## src/rtl/burst_seq_pkg.sv

```systemverilog
package burst_seq_pkg;
  // Strobes from the control decoder to the address datapath.
  typedef struct packed {
    logic load;   // capture a new start address
    logic adv;    // step to the next beat
    logic hold;   // wait state, keep everything
  } seqStb_t;
endpackage

```

## src/rtl/burst_seq_ctrl.sv

```systemverilog
module burst_seq_ctrl
  import burst_seq_pkg::*;
(
  input  logic    clk,
  input  logic    rst_n,
  input  logic    cycleEnN,
  input  logic    advNotLoad,
  output seqStb_t stb
);
  always_comb begin
    stb      = '0;
    stb.hold = cycleEnN;
    stb.load = !cycleEnN && !advNotLoad;
    stb.adv  = !cycleEnN && advNotLoad;
  end

  // Exactly one action per cycle; a wait state suppresses both load and advance.
  AST_ONE_ACTION: assert property (@(posedge clk) disable iff (!rst_n)
    $onehot0({stb.load, stb.adv, stb.hold}) && (stb.load || stb.adv || stb.hold));
endmodule

```

## src/rtl/burst_seq_dp.sv

```systemverilog
module burst_seq_dp
  import burst_seq_pkg::*;
#(
  parameter int ADDR_W = 20,
  parameter int OFS_W  = 2
) (
  input  logic              clk,
  input  logic              rst_n,
  input  seqStb_t           stb,
  input  logic              modeSel,
  input  logic [ADDR_W-1:0] startAddr,
  output logic [ADDR_W-1:0] beatAddr,
  output logic [OFS_W-1:0]  beatIdx
);
  localparam int UPPER_W = ADDR_W - OFS_W;

  logic [ADDR_W-1:0] baseReg;
  logic [OFS_W-1:0]  idxReg;
  logic [OFS_W-1:0]  lowOfs;

  always_ff @(posedge clk or negedge rst_n) begin
    if (!rst_n) begin
      baseReg <= '0;
      idxReg  <= '0;
    end else if (stb.load) begin
      baseReg <= startAddr;
      idxReg  <= '0;
    end else if (stb.adv) begin
      idxReg  <= idxReg + 1'b1;
    end
  end

  always_comb begin
    if (modeSel) lowOfs = baseReg[OFS_W-1:0] ^ idxReg;
    else         lowOfs = baseReg[OFS_W-1:0] + idxReg;
  end

  generate
    if (UPPER_W > 0) begin : g_upper
      assign beatAddr = {baseReg[ADDR_W-1:OFS_W], lowOfs};
    end else begin : g_noUpper
      assign beatAddr = lowOfs;
    end
  endgenerate

  assign beatIdx = idxReg;

  AST_LOAD_ZERO: assert property (@(posedge clk) disable iff (!rst_n)
    stb.load |=> (beatIdx == '0) && (beatAddr == $past(startAddr)));
  AST_ADV_STEP: assert property (@(posedge clk) disable iff (!rst_n)
    stb.adv |=> beatIdx == OFS_W'($past(beatIdx) + 1'b1));
  AST_UPPER_FIXED: assert property (@(posedge clk) disable iff (!rst_n)
    stb.adv |=> beatAddr[ADDR_W-1:OFS_W] == $past(beatAddr[ADDR_W-1:OFS_W]));
  AST_STALL_HOLD: assert property (@(posedge clk) disable iff (!rst_n)
    stb.hold |=> $stable(beatIdx) && $stable(baseReg));
endmodule

```

## src/rtl/burst_seq.sv

```systemverilog
module burst_seq
  import burst_seq_pkg::*;
#(
  parameter int ADDR_W = 20,
  parameter int OFS_W  = 2
) (
  input  logic              clk,
  input  logic              rst_n,
  input  logic              cycleEnN,
  input  logic              advNotLoad,
  input  logic              modeSel,
  input  logic [ADDR_W-1:0] startAddr,
  output logic [ADDR_W-1:0] beatAddr,
  output logic [OFS_W-1:0]  beatIdx
);
  seqStb_t stb;

  burst_seq_ctrl u_ctrl (
    .clk        (clk),
    .rst_n      (rst_n),
    .cycleEnN   (cycleEnN),
    .advNotLoad (advNotLoad),
    .stb        (stb)
  );

  burst_seq_dp #(.ADDR_W(ADDR_W), .OFS_W(OFS_W)) u_dp (
    .clk       (clk),
    .rst_n     (rst_n),
    .stb       (stb),
    .modeSel   (modeSel),
    .startAddr (startAddr),
    .beatAddr  (beatAddr),
    .beatIdx   (beatIdx)
  );
endmodule

```

## config.mk

```make
export PLATFORM = sky130hd
export DESIGN_NAME = burst_seq
export DESIGN_NICKNAME = d
export VERILOG_FILES = /design/src/rtl/burst_seq_pkg.sv /design/src/rtl/burst_seq_ctrl.sv /design/src/rtl/burst_seq_dp.sv /design/src/rtl/burst_seq.sv
export SDC_FILE = /design/constraint.sdc
export NUM_CORES = 1
export LEC_CHECK = 0
export ABC_AREA = 1
export BUFFER_PORTS_ARGS = -buffer_cell sky130_fd_sc_hd__buf_2
export CAP_MARGIN = 20
export CORE_AREA = 2 2 55 57
export CTS_CLUSTER_DIAMETER = 150
export CTS_CLUSTER_SIZE = 30
export DETAILED_ROUTE_END_ITERATION = 7
export DIE_AREA = 0 0 57 59
export PLACE_DENSITY_LB_ADDON = 0.05
export SETUP_SLACK_MARGIN = 0.2
export SKIP_CTS_REPAIR_TIMING = 1
export SYNTH_ARGS = -nofsm -noshare
export SYNTH_HDL_FRONTEND = slang
export SYNTH_SLANG_ARGS = --single-unit
```

## constraint.sdc

```tcl
create_clock -name clk -period 2.3 [get_ports clk]
set_clock_uncertainty 0.2 [all_clocks]
set_input_delay 0.345 -clock clk [delete_from_list [all_inputs] [get_ports clk]]
set_output_delay 0.345 -clock clk [all_outputs]
set_load 0.01 [all_outputs]
```

# == Word-level counts from Yosys, hierarchy flattened ==
# Cells that the tools add are included.
# Widths: inputs -> output; s select.
# op_classes
addsub,2
n_mux,3
bitwise_logic,1
reduce_logical,5
# ops
operator,n
$mux 2,3
$add 2x1->2 const B,1
$add 2x2->2,1
$logic_and 1x1->1,2
$logic_not 1->1,2
$reduce_bool 2->1,1
$xor 2x2->2,1
# totals
reg_bits,22
input_bits,25
output_inout_bits,22
word_cells,13

# == Depth between registers and ports, before layout ==
# Gate-level depths: netlist of the first run.
# logic_depth
word_depth,4
depth_mapped,6
depth_no_buf,6

# == Modules after synthesis ==
# Synthesis of the first run repeated with hierarchy kept, for this count alone.
# hier_totals
hier_cells,129
area_unflattened_um2,1058.5
# modules_own_cells
module,n_inst,cells_per_inst,area_per_inst_um2,seq_area_each_um2
burst_seq_dp,1,125,1037.2,550.5
burst_seq_ctrl,1,4,21.3,0.0

# == Worst setup path after synthesis of the first run ==
# No wires, ideal clock.
# synth_path
kind,register -> output
start,reg u_dp.idxReg[0] (netlist: u_dp.beatIdx[0])
end,out beatAddr[1]
t_arrival_ns,0.873
t_required_ns,1.755
setup_slack_ns,0.882
path_stages_with_launch,7
path_buffers,0
cell_sequence,dfrtp_1 ha_1 inv_1 nor2_1 nand3_1 nand2_1 inv_1
# synth_via
elab_chain_len,2
# synth_lines
element,line_no,rtl
from (decl),burst_seq_dp.sv:18,logic [OFS_W-1:0] idxReg;
from (signal assigned),burst_seq_dp.sv:29,idxReg <= idxReg + 1'b1;
$add 2x2->2,burst_seq_dp.sv:35,else lowOfs = baseReg[OFS_W-1:0] + idxReg;
$mux 2,burst_seq_dp.sv:34,if (modeSel) lowOfs = baseReg[OFS_W-1:0] ^ idxReg;
to (decl),burst_seq.sv:13,"output logic [ADDR_W-1:0] beatAddr,"
# No other way between the ends.

# == Worst setup path in the final report of the first run ==
# Same ends and word-level chain as after synthesis.

==> results of run 1 <==
[registers in the layout, indices dropped and copies added (netlist names)]
| name | flops |
|---|---|
| u_dp.baseReg | 20 |
| u_dp.beatIdx | 2 |
[cell families after synthesis]
group                      Yosys count  synth area share (%)
DFF                                 22                 51.46
and+or+nand+nor                     73                 27.02
buffers and inverters               29                 18.95
adders and majority gates            1                 1.169
AOI/OAI and AO/OA                    3                 1.403
[critical path: stages, from the launching register on]
cell                      delay, ps
sky130_fd_sc_hd__dfrtp_1        420
sky130_fd_sc_hd__ha_1           210
sky130_fd_sc_hd__nand2_1         70
sky130_fd_sc_hd__nand3_1         70
sky130_fd_sc_hd__nand2_1         60
sky130_fd_sc_hd__inv_1           30
sky130_fd_sc_hd__buf_2          120
[worst min path at each step]
stage / endpoint / slack [ps] / cells after the start
after detailed placement: u_dp.baseReg[2] / 130 / 1
after global routing: u_dp.baseReg[18] / 10 / 3
after CTS: u_dp.baseReg[2] / -220 / 1
after global placement: u_dp.baseReg[3] / 140 / 1
final: u_dp.baseReg[12] / 30 / 3
after floorplan: u_dp.baseReg[0] / -150 / 0
[layout by cell type (no fill, tap or decap), drive strengths merged]
cell	count
a21oi	2
bufinv	1
nand3	2
nand2	66
o21ai	1
dlygate4sd3	1
inv	7
ha	1
clkbuf	3
buf	47
dfrtp	22
nor2	5
[final cells by class]
class,count,area [um^2]
fillers,287,1478
repair buffers,48,247.7
multi-input cells,77,316.6
clock inverters,1,30.03
flip-flops and latches,22,550.5
clock buffers,3,22.52
well taps,31,38.79
inverters,7,26.28
[through the flow]
| stage | cell area (um^2) | util, % | setup WS [ps] |
|---|---|---|---|
| final | 1232 | 45.48 | 472.5 |
| after global routing | 1232 | 45.48 | 349.8 |
| after CTS | 1222 | 45.11 | 448.9 |
| after detailed placement | 1170 | 43.17 | 783.2 |
| after global placement | 1170 | 43.17 | 809.5 |
| after floorplan | 1070 | - | 882.1 |
[Yosys cell counts, drive strengths merged]
library cell,instances
ha,1
nand2,66
a21oi,2
nand3,2
nor2,5
o21ai,1
dfrtp,22
inv,7
buf,22
[power by group]
part / switching, uW / total [uW] / internal (uW)
registers: 28.3 / 463 / 435
logic: 110 / 193 / 83.2
clock network: 118 / 294 / 176
[metal layers]
layer / vias up / wire, um / share of wire (%)
li1: 423 / - / -
met1: 337 / 880 / 46
met2: 25 / 931 / 48
met3: 2 / 99 / 5.1
met4: 0 / 23 / 1.2
met5: - / 0 / 0
==> results list, run 1 <==
* Run status: finished, final reports clean
* Number of top-level design ports: 47
* Number of buffers inserted during clock tree synthesis: 3
- Setup violations remaining at the end of the flow were counted as 0.
- Type of the worst setup path: reg2out
* Remaining antenna violation count: 0
* Setup repair after global routing missed its margin: no
- YS warnings: 0
- FF-to-FF setup slack: 1240 ps
* Reported max-cap violation count: 0
- Per-cell routed wire length: 10.23 um
- Via count of the first global-routing pass: 732
- The initial antenna violation count was 0.
- CP max FO: 3
- Chip width: 57 um
- Iteration-0 DRC Markers: 15
- Hold path startpoint: startAddr[12]
- Clock latency on the worst-skew pair, taken at its later pin, is 300 ps.
* Destination of the critical timing path: beatAddr[1]
- During placement, the flow inserted port buffers numbering 46.
- The cell sitting at the root of the clock tree is a sky130_fd_sc_hd__clkbuf_4.
* R2R depth: 5
- Power Dens Cells: 771.1 nW/um^2
- Synthesized Nets: between 150 and 200
- Critical path startpoint: u_dp.beatIdx[0]
- Kind of start point of the critical path: register
- FF+latch count, synth: 22
- Summed over all nets, the half-perimeter wirelength after detailed placement is 1412 um.
* Final critical path time including I/O delays and setup: approximately 1800 ps
- CTS saw 22 sinks.
- Site Rows: 19
- In the final layout, the share of cells above drive strength 1 is 34.81%.
- Measured along the y axis, the die boundary spans 59 um.
* Cell total after placement: 184
- Normalized max-slew margin: 67.15%
- In this run the critical register-to-register path is captured at u_dp.beatIdx[1].
- Across every metal layer, demand over resource in global routing totals 12.14%.
- The die covers 3363 um^2.
* FF-to-FF Start: u_dp.beatIdx[0]
- Leaving out filler cells and counting taps, the final layout contains 189.
- The detailed router placed approximately 790 vias in this run.
- At the end of routability-driven placement, the weighted congestion stood at 0.7121.
- The number of different library cells used by synthesis comes to 14.
- Power after layout: 950.3 uW
- Based on the critical path, the design can be clocked at up to 547.2 MHz.
* Vias per std cell: 4.164
- Summing the sequential cell areas from Yosys gives 51.46% of the chip area.
* Final TNS setup: 0 ps
* Final WL: 1934 um
- The number of antenna diodes in the final layout is 0.
* Top cells by area, synth: sky130_fd_sc_hd__dfrtp_1 (51%), sky130_fd_sc_hd__nand2_1 (23%), sky130_fd_sc_hd__buf_4 (13%)
- Mean instance size in the synthesized netlist: 8.358 um^2
- Fin. max-slew vios: 0
- CTS H-tree depth: 1
- sky130_fd_sc_hd__dfrtp_1 takes more of the synthesized area than any other cell.
- Data on the critical path is required at its endpoint by approximately 1800 ps.
- In this run the cell area of the synthesized design comes to 1070 um^2.
- Summed over all layers, the global routing overflow is 0.
- Share of the clock period used by the worst path after layout: 79.46%
- Entering global routing, the biggest net connects 23 pins.
- The first global-routing pass estimated 3091 um of wire.
- Bufs on Longest Clock Path: 2
* Length of the first detailed-routing pass in iterations: 4
* Worst hold margin: 30.06 ps
- VDD sags by at most 0.5547 mV.
- Relative to the synthesized area, the layout overhead comes to 15.20%.
- Residual DRC count: 0
- Net count of the finished layout: 185
* Area of the core: 2710 um^2
- Crit path arrival time: 1280 ps
* CTS clock-pin slew for the worst setup and hold paths: 120 ps
- Synthesized instance count: 128
- For this run, global-route usage on met2 was measured as 20.03%.
* Hold/Removal Path Class: in2reg
- Fraction of met1 tracks used by global routing: ~15%
- CTS tree: done
- For met3 alone, demand over resource in global routing was under 10%.
- The final hold violation count was 0.
- Category of the worst setup path capture point: primary output
* Slew at the pin closest to its max-slew limit: 492.7 ps
* Synth top area share: 51.46%
- After global routing, the most crowded layer is met2.
- Pleak: 0.0007386 uW
- The initial utilization of the core area, before any placement, comes to approximately 39%.
Note: power is estimated with default switching activity, not from simulation.
==> run 2: changes to the inputs <==
==> constraint.sdc (replaced) <==
create_clock -name clk -period 1.8 [get_ports clk]
set_clock_uncertainty 0.2 [all_clocks]
set_input_delay 0.27 -clock clk [delete_from_list [all_inputs] [get_ports clk]]
set_output_delay 0.27 -clock clk [all_outputs]
set_load 0.01 [all_outputs]
==> run 2 against run 1 <==
  * The flow now finishes with violations (hold timing)
  * Register-to-register slack worse by 550 ps
  * Combinational power increased by 51%
  * Setup slack worse by 390 ps
  * Clock power shrank 30%
  * Routed wire length grew 8.2%
  * Power is 15% higher
  * Clock-buffer cell count unchanged
  * Cell count rose by 9.0%
  * First-iteration DRC count grew to 3.1 times the previous value
  * Largest cell class unchanged
  * Largest power group unchanged
==> results list, run 2 (synthesized netlist as in run 1, its figures left out) <==
- The number of fillers in the final layout was 281 (-2.1%).
- Via count of the first global-routing pass: 706 (-3.6%)
- Fraction of met1 tracks used by global routing: 14.55% (-0.64 points)
* Slew at the pin closest to its max-slew limit: 470.0 ps (-22.77 ps)
* Crit path arrival time: 1250 ps (-30 ps)
* HPWL reported at the end of detailed placement: 1414 um (+0.17%)
- Run status: finished with violations
* Residual DRC count: 0 (unchanged)
- The count of buffers inserted at the top-level ports was 46 (unchanged).
* Share of the clock period used by the worst path after layout: between 90 and 100%
- The worst setup path is of the reg2out kind.
- The clock input transition at the sequential cells of the worst setup and hold paths is 110 ps (about the same).
* Chip width: 57 um (unchanged)
- Met3 capacity usage during global routing: 2.183% (-0.44 points)
- Met2 track demand over resource: 19.05% (-0.99 points)
- The number of I/O pins is 47 (unchanged).
* Number of hold violations in the final report: 2 (+2)
- The number of nets in the finished design is 203 (+9.7%).
* Total Routing Usage GR: 11.56% (-0.58 points)
- The number of H-tree branching levels came to 1 (unchanged).
- The buffer depth of the longest clock path was 2 (unchanged).
- Remaining antenna violation count: 0 (unchanged)
- Kind of start point of the critical path: register
- Flip-flop count of the largest register, all copies and words added: 20 (unchanged)
- The library cell used most frequently in the layout, excluding fill and tap cells, is sky130_fd_sc_hd__nand2_1.
- The worst-case setup margin in the final layout came to 82.45 ps (-390.0 ps).
- Routability-driven placement congestion ratio: 0.6836 (-4.0%)
* Power Dens Cells: 776.5 nW/um^2 (+0.71%)
* Largest net degree at the start of global routing: 23 (unchanged)
- Fin. max-slew vios: 0 (unchanged)
- Final instance area: 1404 um^2 (+14%)
* CTS tree: done
- Normalized max-slew margin: 68.67% (+1.5 points)
* Iteration-0 DRC Markers: 46 (+31)
- The latest clock arrival within the worst-skew pair is 290 ps (about the same).
- IR drop worst, VDD: 0.5370 mV (-3.2%)
* Hold/Removal Path Class: in2reg
- The sink count of the clock tree is 22 (unchanged).
* Final number of setup-violating endpoints: 0 (unchanged)
* Starting utilization of the core area: 39.47% (unchanged)
- Violated checks: hold timing
- The number of antenna repair diodes is 0 (unchanged).
- Category of the worst setup path capture point: primary output
* Largest register by flop count: u_dp.baseReg
* Placed cell areas: 1170 um^2 (unchanged)
- The count of TritonRoute iterations in the first routing pass was 4 (unchanged).
- Pleak: 0.0008010 uW (+8.5%)
* Final TNS setup: 0 ps (unchanged)
* Reported max-cap violation count: 0 (unchanged)
* Layout area overhead: 31.23%
- Area of the die: 3363 um^2 (unchanged)
- The overall routed net length was 2093 um (+8.2%).
- Overall overflow remaining after global route: 0 (unchanged)
- Vias per std cell: 4.194 (+0.72%)
- Per-cell routed wire length: 10.16 um (-0.71%)
- The first-pass GRT wire length came to 2973 um (-3.8%).
- Share of final-layout standard cells stronger than drive strength 1: 32.57% (-2.2 points)
- The tree is rooted in a sky130_fd_sc_hd__clkbuf_4.
- Gr busiest metal: met2
- The number of vias in the routed layout was 864 (+9.8%).
- Site Rows: 19 (unchanged)
- The initial antenna violation count came to 0 (unchanged).
* Die extent in y: 59 um (unchanged)
- Setup repair after global routing could not meet its margin everywhere.
- The area of the core came to 2710 um^2 (unchanged).
- Worst hold margin: -19.06 ps (-49.13 ps)
- The worst setup slack after placement is 393.4 ps (-389.8 ps).
* Max Fclk: between 500 and 600 MHz
- The clock buffer count from CTS came to 3 (unchanged).
* Final critical path time including I/O delays and setup: 1718 ps
- The data required time of the worst path was 1330 ps (-420 ps).
- The peak fanout along the critical path was 3 (unchanged).
* Most frequent cells in the layout: sky130_fd_sc_hd__nand2_1 (65), sky130_fd_sc_hd__buf_2 (45), sky130_fd_sc_hd__dfrtp_1 (22), sky130_fd_sc_hd__dlygate4sd3_1 (19), sky130_fd_sc_hd__inv_1 (5)
run 2: power breakdown:
part	internal (uW)	leakage (uW)	switching (uW)
registers	556	0.000272	38.2
clock network	77.7	0.0000138	127
logic	143	0.000516	148
total	776	0.000801	314
run 2: cell type report:
type,count,area [um^2],share of cell area (%)
inverters,7,26.28,1.872
clock buffers,3,22.52,1.604
repair buffers,66,434.2,30.93
well taps,31,38.79,2.763
flip-flops and latches,22,550.5,39.22
multi-input cells,77,331.6,23.62
run 2: path summary, 6_finish.rpt:
| path | startpoint | endpoint | slack (ps) | cells past startpoint |
|---|---|---|---|---|
| max | u_dp.beatIdx[0] | beatAddr[1] | 80 | 7 |
| min | startAddr[12] | u_dp.baseReg[12] | -20 | 3 |
| max reg2reg | u_dp.beatIdx[0] | u_dp.beatIdx[1] | 690 | 5 |
| min reg2reg | u_dp.baseReg[15] | u_dp.baseReg[15] | 270 | 2 |
| max in group asynchronous | rst_n | u_dp.baseReg[16] | 820 | 2 |
| min in group asynchronous | rst_n | u_dp.baseReg[2] | 260 | 2 |
run 2: layer usage:
metal / up-vias / wire length (um)
li1: 457 / -
met1: 380 / 928
met2: 25 / 1038
met3: 2 / 111
met4: 0 / 15
met5: - / 0
run 2: critical path, stage by stage, from the launching register on:
cell and delay, ps:
sky130_fd_sc_hd__dfrtp_1 420, sky130_fd_sc_hd__ha_4 150, sky130_fd_sc_hd__inv_2 30, sky130_fd_sc_hd__nor2_2 60, sky130_fd_sc_hd__nand3_1 70, sky130_fd_sc_hd__nand2_1 60, sky130_fd_sc_hd__inv_1 30, sky130_fd_sc_hd__buf_2 120
run 2: through the flow:
step                instances  power [uW]  hold slack [ps]  utilization (%)
floorplan                 128       805.7           -225.6                -
global placement          184       846.6            65.89            43.17
detailed placement        184       852.7            63.74            43.17
CTS                       187        1065           -280.1            44.00
global route              206        1172            5.632            51.80
finish                    206        1090           -19.06            51.80
==> run 3: changes to the inputs <==
--- a/config.mk
+++ b/config.mk
@@ -18,4 +18,5 @@
 export SKIP_CTS_REPAIR_TIMING = 1
 export SYNTH_ARGS = -nofsm -noshare
 export SYNTH_HDL_FRONTEND = slang
+export SYNTH_HIERARCHICAL = 1
 export SYNTH_SLANG_ARGS = --single-unit
==> run 3 against run 2 <==
  * The flow now finishes without violations
  * Core utilization increased by 1.9 points
  * Global-route usage increased by 1.7 points
  * Routed wire length increased by 9.0%
  * Setup slack got worse by 49 ps
  * Synthesized area decreased by 1.8%
  * Critical path type unchanged
  * Largest cell class unchanged
==> results list, run 3 <==
- The endpoint arrival time on the critical path came to 1300 ps (+50 ps).
- Largest register by flop count: u_dp/baseReg
* Worst hold margin: 102.8 ps (+121.9 ps)
- The cell that appears most often on the critical path is sky130_fd_sc_hd__nand2_1.
- Antenna cell count: 0 (unchanged)
- The post-synthesis instance area came to 1051 um^2 (-1.8%).
* Number of clock sinks: 22 (unchanged)
- The remaining number of nets flagged by the antenna check after routing is 0 (unchanged).
- The worst setup path is launched from a register.
- List of cells traversed by the critical path: ha_4 > nand2_1 > nand3_1 > nand2_1 > inv_1 > buf_2
- Seq pwr share: 50.7% (-3.8 points)
- Number of top-level design ports: 47 (unchanged)
* CTS tree: done
* Length of the first detailed-routing pass in iterations: 4 (unchanged)
- STA classifies the critical path endpoint as a primary output.
- The measured slew at the worst slew-check pin is 484.8 ps (+14.87 ps).
- The peak fanout along the critical path was 2 (-1).
- The number of fillers in the final layout was 280 (-0.36%).
* Mean instance size in the synthesized netlist: 8.211 um^2 (-1.8%)
* Residual DRC count: 0 (unchanged)
- The maximum number of pins on one net before global-route repair was 23 (unchanged).
- Via count of the first global-routing pass: 780 (+10%)
- The proportion of total power due to net switching is 28.74% (-0.031 points).
* Final critical path time including I/O delays and setup: 1766 ps (+48.89 ps)
- FF-to-FF Start: u_dp/beatIdx[0]
- Max Fclk: 566.1 MHz (-2.8%)
- Hold path startpoint: cycleEnN
- The width of the die came to 57 um (unchanged).
* Final WL: 2281 um (+9.0%)
* IR drop worst, VDD: 0.4854 mV (-9.6%)
* Critical Path RT: 1330 ps (about the same)
- Fraction of power consumed by the clock network: 23.1% (+4.3 points)
- The share of cells above drive strength 1 was 33.15% (+0.58 points).
- The count of buffers inserted at the top-level ports came to 46 (unchanged).
- YS warnings: 6 (+6)
- Routability-driven placement congestion ratio: 0.6011 (-12%)
* Pre-CTS setup slack: 280.6 ps (-112.8 ps)
- The total net switching power came to 336.7 uW (+7.3%).
- In this run the worst hold path is classified as in2reg.
- The area of the core came to 2710 um^2 (unchanged).
- Crit Reg-Reg Endpoint: u_dp/beatIdx[1]
- The share of power burned in combinational logic was 26.2% (-0.5 points).
- Commonest non-fill, non-tap cell in the layout: sky130_fd_sc_hd__nand2_1
* Master cell of the clock root buffer: sky130_fd_sc_hd__clkbuf_4
- The first-pass GRT wire length is 3415 um (+15%).
- Area of the die: 3363 um^2 (unchanged)
- The cell-internal power is 834.6 uW (+7.5%).
* Overall overflow remaining after global route: 0 (unchanged)
* Cell Count, Final, Fillers Out: 212 (+2.9%)
- The latest clock arrival within the worst-skew pair came to 310 ps (+20 ps).
- The number of instances in the synthesized netlist came to 128 (unchanged).
- The initial cell density of the core was 38.78% (-0.69 points).
- The number of cell instances on the worst register-to-register path came to 3 (-2).
* Slowest cell on crit path: sky130_fd_sc_hd__dfrtp_2
* Reported max-cap violation count: 0 (unchanged)
- The fraction of the cycle the final worst path needs is 98.14% (+2.7 points).
- HPWL reported at the end of detailed placement: 1460 um (+3.2%)
- Total Routing Usage GR: 13.28% (+1.7 points)
- The cell leakage power is 0.0008305 uW (+3.7%).
- By startpoint and endpoint, the worst setup path is classified as reg2out.
- The height of the chip was 59 um (unchanged).
- Iteration-0 DRC Markers: 21 (-54%)
* Run status: finished, final reports clean
- CTS clock-pin slew for the worst setup and hold paths: 130 ps (+20 ps)
- Final number of setup-violating endpoints: 0 (unchanged)
* Number of antenna violations at the first check in global routing: 0 (unchanged)
- Most frequent cells in the layout: sky130_fd_sc_hd__nand2_1 (65), sky130_fd_sc_hd__buf_2 (45), sky130_fd_sc_hd__dlygate4sd3_1 (21), sky130_fd_sc_hd__dfrtp_1 (21), sky130_fd_sc_hd__inv_1 (5)
- The worst-case setup margin in the final layout is 33.57 ps (-48.89 ps).
- Vias per std cell: 4.255 (+1.4%)
* Bufs on Longest Clock Path: 2 (unchanged)
- The number of nets in the finished design came to 208 (+2.5%).
- The worst hold path depth is 3 (unchanged).
- Flip-flop count of the largest register, all copies and words added: 20 (unchanged)
- The worst hold path terminates at u_dp/beatIdx[0].
- Stage delay of the slowest cell on the critical path: 450 ps (+30 ps)
- Setup repair after global routing could not meet its margin everywhere.
* Normalized max-slew margin: 67.68% (-0.99 points)
- From synthesis to final layout, the design area changed by 38.57%.
- Synthesized Nets: 154 (unchanged)
- Site Rows: 19 (unchanged)
- The count of placed standard cells including taps is 185 (+0.54%).
- Per-cell routed wire length: 10.76 um (+5.9%)
- The number of vias in the routed layout is 902 (+4.4%).
- The clock buffer count from CTS is 3 (unchanged).
- The power density of the placed cells was 804.2 nW/um^2 (+3.6%).
- CTS H-tree depth: 1 (unchanged)
* Number of hold violations in the final report: 0 (-2)
- The slack of the worst reg-to-reg path came to 690 ps (about the same).
- Fin. max-slew vios: 0 (unchanged)
==> run 3: how the worst max path moves through the flow <==
stage                     depth (start not counted)          end  slack [ps]             from
after global routing                              7  beatAddr[1]         -40  u_dp/baseReg[0]
after floorplan                                   6  beatAddr[1]         420  u_dp/beatIdx[0]
after global placement                            6  beatAddr[1]         350  u_dp/beatIdx[0]
after CTS                                         7  beatAddr[1]         -90  u_dp/beatIdx[0]
final                                             6  beatAddr[1]          30  u_dp/beatIdx[0]
after detailed placement                          7  beatAddr[1]         280  u_dp/beatIdx[0]
==> run 3: layout make-up <==
class | count | area [um^2] | share of cell area [%]
clock buffers | 4 | 36.28 | 2.491
flip-flops and latches | 22 | 551.8 | 37.89
repair buffers | 71 | 476.7 | 32.73
well taps | 31 | 38.79 | 2.663
multi-input cells | 77 | 326.6 | 22.42
inverters | 7 | 26.28 | 1.804
==> run 3: critical path, delay by kind of cell, from the launching register on <==
| kind | cells | cell delay [ps] |
|---|---|---|
| fa+ha+maj | 1 | 170 |
| simple gates | 3 | 210 |
| flops | 1 | 450 |
| buf+inv | 2 | 160 |
==> run 3: per-stage QoR <==
step                cell area [um^2]  utilization (%)  power [uW]  setup TNS, ps
floorplan                       1051                -       798.5              0
global placement                1175            43.35       843.7              0
detailed placement              1175            43.35       853.3              0
CTS                             1211            44.69        1132         -90.67
global route                    1456            53.74        1254         -39.21
finish                          1456            53.74        1171              0
==> run 3: power groups by stage <==
stage | clock network (uW) | logic, uW | registers [uW]
6_report | 271 | 307 | 594
3_3_place_gp | 0 | 243 | 600
3_5_place_dp | 0 | 251 | 602
5_1_grt | 307 | 344 | 603
2_1_floorplan | 0 | 199 | 600
4_1_cts | 287 | 251 | 594
==> run 3: routing by layer <==
metal  global-route usage, %  routed length, um
met5                       0                  0
met4                   5.980                 15
met3                   3.275                125
met2                   21.84               1096
met1                   16.64               1043
